==> src/rtl/flash_id_probe.sv <==
module flash_id_probe #(
  parameter int AW           = 16,
  parameter int US_W         = 16,
  parameter int CYC_PER_US   = 2,
  parameter int GAP_US       = 10,
  parameter int DEF_ENTRY_US = 10000,
  parameter int DEF_EXIT_US  = 40
) (
  input  logic            clk,
  input  logic            rst_n,
  input  logic            start,
  input  logic [1:0]      timing_mode,
  input  logic [US_W-1:0] timing_us,
  input  logic [15:0]     exp_mfr,
  input  logic [15:0]     exp_dev,
  output logic [AW-1:0]   bus_addr,
  output logic [7:0]      bus_wdata,
  output logic            bus_we,
  output logic            bus_re,
  input  logic [7:0]      bus_rdata,
  output logic            busy,
  output logic            done,
  output logic            aborted,
  output logic [15:0]     mfr_id,
  output logic [15:0]     dev_id,
  output logic            id_match,
  output logic            parity_err,
  output logic            mfr_alias,
  output logic            dev_alias
);

  localparam int CW = 32;
  localparam logic [CW-1:0] GAP_CYC = CW'(GAP_US * CYC_PER_US);
  localparam logic [CW-1:0] DEF_ENT = CW'(DEF_ENTRY_US * CYC_PER_US);
  localparam logic [CW-1:0] DEF_EXT = CW'(DEF_EXIT_US * CYC_PER_US);
  localparam logic [7:0]    CONT    = 8'h7F;
  localparam logic [AW-1:0] A_CMD1  = AW'(16'h5555);
  localparam logic [AW-1:0] A_CMD2  = AW'(16'h2AAA);

  typedef enum logic [4:0] {
    S_IDLE, S_EN1, S_EN2, S_EN3, S_RM, S_RD, S_RMX, S_RDX,
    S_EX1, S_EX2, S_EX3, S_CM, S_CD, S_CMX, S_CDX, S_FIN
  } state_t;

  state_t        st, nxt;
  logic          ph;
  logic [CW-1:0] cnt, ent_cyc, ext_cyc, hold_c;
  logic [15:0]   id_m, id_d, ar_m, ar_d;
  logic          is_wr, is_rd, skip;
  logic [CW-1:0] user_cyc;

  assign user_cyc = CW'(timing_us) * CW'(CYC_PER_US);
  assign nxt      = (st == S_FIN) ? S_IDLE : state_t'(st + 5'd1);
  assign busy     = (st != S_IDLE);
  assign mfr_id   = id_m;
  assign dev_id   = id_d;
  assign bus_we   = is_wr && !ph;
  assign bus_re   = is_rd && !ph && !skip;

  always_comb begin
    is_wr     = 1'b0;
    is_rd     = 1'b0;
    skip      = 1'b0;
    bus_addr  = '0;
    bus_wdata = 8'h00;
    hold_c    = GAP_CYC;
    case (st)
      S_EN1, S_EX1: begin is_wr = 1'b1; bus_addr = A_CMD1; bus_wdata = 8'hAA; end
      S_EN2, S_EX2: begin is_wr = 1'b1; bus_addr = A_CMD2; bus_wdata = 8'h55; end
      S_EN3: begin is_wr = 1'b1; bus_addr = A_CMD1; bus_wdata = 8'h90; hold_c = ent_cyc; end
      S_EX3: begin is_wr = 1'b1; bus_addr = A_CMD1; bus_wdata = 8'hF0; hold_c = ext_cyc; end
      S_RM, S_CM: begin is_rd = 1'b1; bus_addr = AW'(16'h0000); end
      S_RD, S_CD: begin is_rd = 1'b1; bus_addr = AW'(16'h0001); end
      S_RMX: begin is_rd = 1'b1; bus_addr = AW'(16'h0100); skip = (id_m[7:0] != CONT); end
      S_RDX: begin is_rd = 1'b1; bus_addr = AW'(16'h0101); skip = (id_d[7:0] != CONT); end
      S_CMX: begin is_rd = 1'b1; bus_addr = AW'(16'h0100); skip = (ar_m[7:0] != CONT); end
      S_CDX: begin is_rd = 1'b1; bus_addr = AW'(16'h0101); skip = (ar_d[7:0] != CONT); end
      default: ;
    endcase
  end

  always_ff @(posedge clk) begin
    if (!rst_n) begin
      st <= S_IDLE; ph <= 1'b0; cnt <= '0;
      ent_cyc <= '0; ext_cyc <= '0;
      id_m <= '0; id_d <= '0; ar_m <= '0; ar_d <= '0;
      done <= 1'b0; aborted <= 1'b0; id_match <= 1'b0;
      parity_err <= 1'b0; mfr_alias <= 1'b0; dev_alias <= 1'b0;
    end else begin
      done <= 1'b0;
      case (st)
        S_IDLE: if (start) begin
          id_match <= 1'b0; parity_err <= 1'b0;
          mfr_alias <= 1'b0; dev_alias <= 1'b0;
          id_m <= '0; id_d <= '0;
          ph <= 1'b0;
          if (timing_mode == 2'b11) begin
            aborted <= 1'b1;
            done    <= 1'b1;
          end else begin
            aborted <= 1'b0;
            st      <= S_EN1;
            case (timing_mode)
              2'b00:   begin ent_cyc <= user_cyc; ext_cyc <= user_cyc; end
              2'b01:   begin ent_cyc <= '0;       ext_cyc <= '0;       end
              default: begin ent_cyc <= DEF_ENT;  ext_cyc <= DEF_EXT;  end
            endcase
          end
        end
        S_FIN: begin
          id_match   <= (id_m == exp_mfr) && (id_d == exp_dev);
          parity_err <= ~^id_m[7:0];
          mfr_alias  <= (id_m == ar_m);
          dev_alias  <= (id_d == ar_d);
          done       <= 1'b1;
          st         <= S_IDLE;
        end
        default: begin
          if (is_wr) begin
            if (!ph) begin
              ph  <= 1'b1;
              cnt <= hold_c;
            end else if (cnt == '0) begin
              ph <= 1'b0;
              st <= nxt;
            end else begin
              cnt <= cnt - 1'b1;
            end
          end else if (is_rd) begin
            if (!ph) begin
              if (skip) st <= nxt;
              else      ph <= 1'b1;
            end else begin
              case (st)
                S_RM:  id_m <= {8'h00, bus_rdata};
                S_RD:  id_d <= {8'h00, bus_rdata};
                S_RMX: id_m <= {id_m[7:0], bus_rdata};
                S_RDX: id_d <= {id_d[7:0], bus_rdata};
                S_CM:  ar_m <= {8'h00, bus_rdata};
                S_CD:  ar_d <= {8'h00, bus_rdata};
                S_CMX: ar_m <= {ar_m[7:0], bus_rdata};
                S_CDX: ar_d <= {ar_d[7:0], bus_rdata};
                default: ;
              endcase
              ph <= 1'b0;
              st <= nxt;
            end
          end
        end
      endcase
    end
  end

endmodule


==> config.mk <==
export PLATFORM = sky130hd
export DESIGN_NAME = flash_id_probe
export DESIGN_NICKNAME = d
export VERILOG_FILES = /design/src/rtl/flash_id_probe.sv
export SDC_FILE = /design/constraint.sdc
export NUM_CORES = 1
export LEC_CHECK = 0
export BUFFER_PORTS_ARGS = -buffer_cell sky130_fd_sc_hd__buf_2
export CAP_MARGIN = 30
export CELL_PAD_IN_SITES_DETAIL_PLACEMENT = 1
export CELL_PAD_IN_SITES_GLOBAL_PLACEMENT = 1
export CORE_UTILIZATION = 45
export DETAILED_ROUTE_END_ITERATION = 10
export HOLD_SLACK_MARGIN = 0.08
export PLACE_DENSITY = 0.93
export SYNTH_ARGS = -nofsm -noshare
export SYNTH_HDL_FRONTEND = slang
export SYNTH_SLANG_ARGS = --single-unit
==> constraint.sdc <==
create_clock -name clk -period 5.69 [get_ports clk]
set_input_delay 1.707 -clock clk [delete_from_list [all_inputs] [get_ports clk]]
set_output_delay 1.707 -clock clk [all_outputs]
set_load 0.02 [all_outputs]
==> metrics.yaml, run 1 <==
setup_path:
  critPathArrivalTime_ps: 3650
  path_class: "reg -> out"
  crit_path_cell_trace: "ha_1 -> nand2_1 -> a221oi_1 -> o22ai_1 -> o31ai_1 -> nand2_1 -> nor2_1 -> buf_2"
  critical-path-max-stage-delay_ps: 880
  path_buf_inv: 1
  crit_start: "st[0]"
  cp.required_ps: 3980
  r2r_start: "st[0]"
  critical_path_peak_fanout: 17
  cp_slowest_cell: "o31ai_1"
  cp-start-kind: "flop"
  cpLargestDelayFamily: "compound AO/OA/AOI/OAI gates"
  crit_top_cell: "nand2_1"
  endpoint_kind: "primary output"
finish:
  antenna_cells: 0
  layout.nets: 1027
  nFillCells: 1907
  drive_gt1_share_pct: 18.7
  fin_cells: 1190
  layout_commonest_cell: "dfxtp_1"
  area_growth_pct: 15.9
  layout_common_cells: "dfxtp_1 (131), buf_2 (124), nand2_1 (99), xor2_1 (74), nor2_1 (54)"
global_routing:
  first_global_vias: 7514
  grt_max_degree: 76
  grt_use_total_pct: 33.3
  overflow: 0
  antenna_found_initial: 0
  grt_pass1_wl_um: 42000
placed_design:
  place.gp.congestion: 0.861
  dp_hpwl_um: 17400
  numPlacedInstances: 1158
  io_buffers: 124
yosys:
  seq_area_frac_synth_pct: 35.6
  syn-cell-area_um2: 7360
  async_reset_ff_share_pct: 0
  synthCells: 881
  synth_seq_cells: 131
  synth_top_area_share_pct: 35.6
  synth_area_leaders: "dfxtp_1 (36%), xor2_1 (8.8%), nand2_1 (5.0%), a21boi_0 (4.6%), nor2b_1 (3.7%)"
  synth.avg_cell_area_um2: 8.36
  synth_cell_types: 66
  synth_flop_cell: "dfxtp_1"
  syn_nets: 947
  synth-edff-count: 0
  ys.warnings.count: 0
  synth_top_area_cell: "dfxtp_1"
job:
  max-cap-violations: 0
routing:
  drt_iter0_drc: 771
  antenna_left: 0
  drc_errors: 0
  drt-wirelength-per-cell_um: 23.1
  drt_wl_total_um: 27400
  via_count: 7414
  drtPass1Iterations: 5
  vias_per_cell: 6.23
clock_tree:
  cts_setup_buffers: 0
  insertion_delay_ps: 440
  ctsHoldBuffers: 0
  clock_path_buffers: 2
  cts_tree: "done"
  cts_buffers: 17
  clk_pin_slew_worst_paths_ps: 60
  cts_num_sinks: 131
  cts-resized-gates: 0
  htree_levels: 4
  cts-root-buf: "clkbuf_16"
die:
  die_y_um: 130
  dieArea_um2: 16900
  row_count: 46
  core_area_um2: 15900
  die_w_um: 130
  ios: 126
  start_util_pct: 46.2
hold_path:
  hold_start: "aborted"
  hp-class: "reg -> reg"
power:
  powerDensity_nw_per_um2: 330
  p_leak_nw: 3.69
  ir_worst_vdd_uv: 259
sta:
  tightest_slew_ps: 1010
  hold_viol_final: 0
  fin_worst_skew_ps: 5.75
  rsz0062_at_grt: "false"
  fin_crit_ps: 5350
  fmax_mhz: 187
  slew_headroom_pct: 32.3
  layout_worst_path_cycle_share_pct: 94.1
  setup_viol: 0
  drv_slew: 0
  tns_ps: 0
outcome:
  status: "finished clean"
==> cells by family after synthesis <==
| logic type | after synthesis | synth area share, % |
|---|---|---|
| AND/OR/NAND/NOR | 363 | 26.1 |
| flip-flops | 131 | 35.6 |
| AO/OA/AOI/OAI | 191 | 18.8 |
| buffers and inverters | 85 | 5.76 |
| multiplexers | 19 | 2.60 |
| other | 1 | 0.0509 |
| XOR/XNOR | 86 | 10.2 |
| adder cells (fa/ha/maj) | 5 | 0.850 |
==> cell type report <==
class,count,area (um^2),area share [%]
Multi-Input combinational cell,665,4330,50.7
Sequential cell,131,2620,30.7
Timing Repair Buffer,132,681,7.98
Clock buffer,20,447,5.24
Tap cell,216,270,3.17
Clock inverter,12,133,1.55
Inverter,14,52.6,0.616
==> sequential cells by signal, indices dropped and copies added, names as in the netlist <==
signal	cells
cnt	32
ar_d	16
ar_m	16
dev_id	16
mfr_id	16
ext_cyc	15
ent_cyc	8
st	5
aborted	1
dev_alias	1
done	1
id_match	1
mfr_alias	1
parity_err	1
ph	1
==> stage by stage <==
stage | setup WS, ps | hold slack, ps | area (um^2) | utilization [%] | power (W)
after floorplan | 1640 | 441 | 7360 | - | 0.00150
after global routing | 207 | 495 | 8530 | 53.5 | 0.00291
after detailed placement | 1080 | 453 | 7950 | 49.9 | 0.00168
after CTS | 449 | 466 | 8530 | 53.5 | 0.00280
final | 337 | 464 | 8530 | 53.5 | 0.00281
after global placement | 1240 | 448 | 7950 | 49.9 | 0.00165
==> Yosys cell counts (all sizes together) (11+ instances only) <==
master / instances
xor2: 74
mux2i: 18
xnor2: 12
nand3: 34
clkbuf: 41
a22oi: 11
and2: 21
nand2: 100
nor2b: 43
buf: 30
nor3: 16
nor2: 54
and3: 19
a21oi: 20
o21a: 21
inv: 14
nor4: 22
dfxtp: 131
a21boi: 53
o21ai: 26
nand4: 25
==> final timing paths <==
kind | to | slack, ps | cells past startpoint
max reg2reg | st[2] | 2380 | 7
max | bus_re | 340 | 8
min reg2reg | aborted | 460 | 1
min | aborted | 460 | 1
==> where the power goes <==
group	leakage (nW)	total [W]	internal [W]	switching, W
registers	1.06	0.00102	0.000962	0.0000605
logic	2.36	0.000687	0.000229	0.000459
clock network	0.276	0.00110	0.000656	0.000448
total	3.69	0.00281	0.00185	0.000967
==> layer usage <==
| metal | track usage [%] | share of wire (%) |
|---|---|---|
| met1 | 41.2 | 41 |
| met2 | 53.6 | 46 |
| met3 | 8.77 | 8.7 |
| met4 | 16.9 | 4.2 |
| met5 | 0 | 0 |
Power figures use the tool's default switching activity.
==> run 2: changes to the inputs <==
--- a/config.mk
+++ b/config.mk
@@ -9,10 +9,11 @@
 export CAP_MARGIN = 30
 export CELL_PAD_IN_SITES_DETAIL_PLACEMENT = 1
 export CELL_PAD_IN_SITES_GLOBAL_PLACEMENT = 1
-export CORE_UTILIZATION = 45
+export CORE_UTILIZATION = 42
 export DETAILED_ROUTE_END_ITERATION = 10
 export HOLD_SLACK_MARGIN = 0.08
-export PLACE_DENSITY = 0.93
+export PLACE_DENSITY = 0.88
+export SLEW_MARGIN = 20
 export SYNTH_ARGS = -nofsm -noshare
 export SYNTH_HDL_FRONTEND = slang
 export SYNTH_SLANG_ARGS = --single-unit
==> constraint.sdc (replaced) <==
create_clock -name clk -period 5.25 [get_ports clk]
set_input_delay 1.575 -clock clk [delete_from_list [all_inputs] [get_ports clk]]
set_output_delay 1.575 -clock clk [all_outputs]
set_load 0.02 [all_outputs]
==> run 2 against run 1 <==
Compared with the run above: cell count is 0.92% higher; non-clock buffer count is 2 higher; clock-buffer cell count is 3 lower; clock power is 10% higher; via count is 4.8% lower; register-to-register slack worse by 480 ps; flip-flop and latch count stayed put; sequential share of layout area is 0.12 points lower; global-route usage is 4.8 points lower; critical path type unchanged; largest cell class unchanged.
==> metrics.yaml, run 2 (same netlist as run 1, synthesis figures left out) <==
outcome:
  status: "finished clean"
routing:
  vias_per_cell: 5.88  # -5.7%
  drt-wirelength-per-cell_um: 21.0  # -8.8%
  antenna_left: 0  # unchanged
  via_count: 7058  # -4.8%
  drt_iter0_drc: 541  # -30%
  drc_errors: 0  # unchanged
  drt_wl_total_um: 25300  # -7.9%
  drtPass1Iterations: 6  # +1
die:
  row_count: 48  # +4.3%
  core_area_um2: 17200  # +7.7%
  start_util_pct: 42.9  # -3.3 points
  die_w_um: 134  # +3.5%
  dieArea_um2: 18100  # +7.0%
  die_y_um: 134  # +3.5%
  ios: 126  # unchanged
finish:
  area_growth_pct: 16.3
  antenna_cells: 0  # unchanged
  nFillCells: 2116  # +11%
  layout_common_cells: "dfxtp_1 (131), buf_2 (124), nand2_1 (99), xor2_1 (74), nor2_1 (53)"
  final_core_util_pct: 49.9  # -3.7 points
  drive_gt1_share_pct: 19.2  # +0.47 points
  fin_cells: 1201  # +0.92%
  regMostFlops: "cnt"
  largest_reg_flops: 32  # unchanged
  layout.nets: 1029  # +0.19%
  layout_commonest_cell: "dfxtp_1"
clock_tree:
  cts-resized-gates: 0  # unchanged
  insertion_delay_ps: 440  # about the same
  clock_path_buffers: 2  # unchanged
  ctsHoldBuffers: 0  # unchanged
  clk_pin_slew_worst_paths_ps: 70  # about the same
  cts-root-buf: "clkbuf_16"
  cts_buffers: 17  # unchanged
  cts_num_sinks: 131  # unchanged
  htree_levels: 4  # unchanged
  cts_tree: "done"
  cts_setup_buffers: 0  # unchanged
placed_design:
  place.gp.congestion: 0.862  # about the same
  io_buffers: 124  # unchanged
  dp_hpwl_um: 17000  # -2.3%
  numPlacedInstances: 1169  # +0.95%
  pre_cts_slack_ps: 1250  # +170 ps
setup_path:
  cp.required_ps: 3680  # -300 ps
  crit_start: "st[0]"
  critical-path-max-stage-delay_ps: 610  # -270 ps
  path_buf_inv: 2  # +1
  critPathArrivalTime_ps: 3000  # -650 ps
  cp_slowest_cell: "ha_1"
  cp-start-kind: "flop"
  path_class: "reg -> out"
  crit_path_cell_trace: "ha_1 -> nand2_1 -> a221oi_1 -> o22ai_1 -> o31ai_1 -> buf_4 -> nand2_1 -> nor2_1 -> buf_2"
  cpLargestDelayFamily: "compound AO/OA/AOI/OAI gates"
  r2r_start: "st[0]"
  endpoint_kind: "primary output"
  critical_path_peak_fanout: 17  # unchanged
  crit_top_cell: "nand2_1"
sta:
  hold_ws_ps: 462  # -1.63 ps
  layout_worst_path_cycle_share_pct: 87.1
  hold_viol_final: 0  # unchanged
  fin_worst_skew_ps: 10.3  # +4.52 ps
  rsz0062_at_grt: "false"
  fin_crit_ps: 4570
  tightest_slew_ps: 915  # -91.0 ps
  setup_viol: 0  # unchanged
  fin_ws_ps: 675  # +338 ps
  slew_headroom_pct: 38.9  # +6.5 points
  tns_ps: 0  # unchanged
  fmax_mhz: 219
  drv_slew: 0  # unchanged
global_routing:
  antenna_found_initial: 0  # unchanged
  first_global_vias: 7161  # -4.7%
  overflow: 0  # unchanged
  grt_use_total_pct: 28.5  # -4.8 points
  grt_pass1_wl_um: 40000  # -4.9%
  grt_max_degree: 55  # -28%
power:
  ir_worst_vdd_uv: 245  # -5.6%
  powerDensity_nw_per_um2: 356  # +7.8%
  p_leak_nw: 3.71  # +0.40%
hold_path:
  hp-class: "reg -> reg"
  hold_start: "aborted"
job:
  max-cap-violations: 0  # unchanged
run 2: cell count changes in the layout (fill, tap and decap cells not counted), moves of 2 or more:
cell / delta
clkinv_2: -3
buf_4: +2
clkbuf_1: -2
inv_8: +3
inv_6: +6
run 2: through the flow:
| stage | total power [W] | instance area, um^2 |
|---|---|---|
| floorplan | 0.00163 | 7360 |
| global placement | 0.00180 | 7980 |
| detailed placement | 0.00182 | 7980 |
| CTS | 0.00304 | 8560 |
| global route | 0.00315 | 8560 |
| finish | 0.00305 | 8560 |
run 2: worst paths after layout:
path / end / slack (ps) / cells past startpoint
max: bus_re / 680 / 9
min: aborted / 460 / 1
max reg2reg: cnt[4] / 1900 / 7
min reg2reg: aborted / 460 / 1
run 2: area by class of cell:
cell class	count	area (um^2)	share of cell area [%]
sequential	131	2620	30.6
inverter	14	52.6	0.614
timing repair buffer	134	696	8.12
tap	225	282	3.29
multi-input combinational	665	4330	50.5
clock buffer	17	425	4.97
clock inverter	15	158	1.84
run 2: metal layers:
layer  GRT usage (%)  vias up  wire length (um)
met5               0        -                 0
met4            10.3        0               603
met3            6.16       56              1550
met2            45.3      266             11800
met1            37.9     3485             11300
li1                -     3251                 -
run 2: where the power goes:
part           switching, W  leakage (nW)  total [W]  internal, W
registers         0.0000616          1.06    0.00110      0.00104
clock network      0.000539         0.282    0.00121     0.000672
logic              0.000481          2.36   0.000730     0.000250
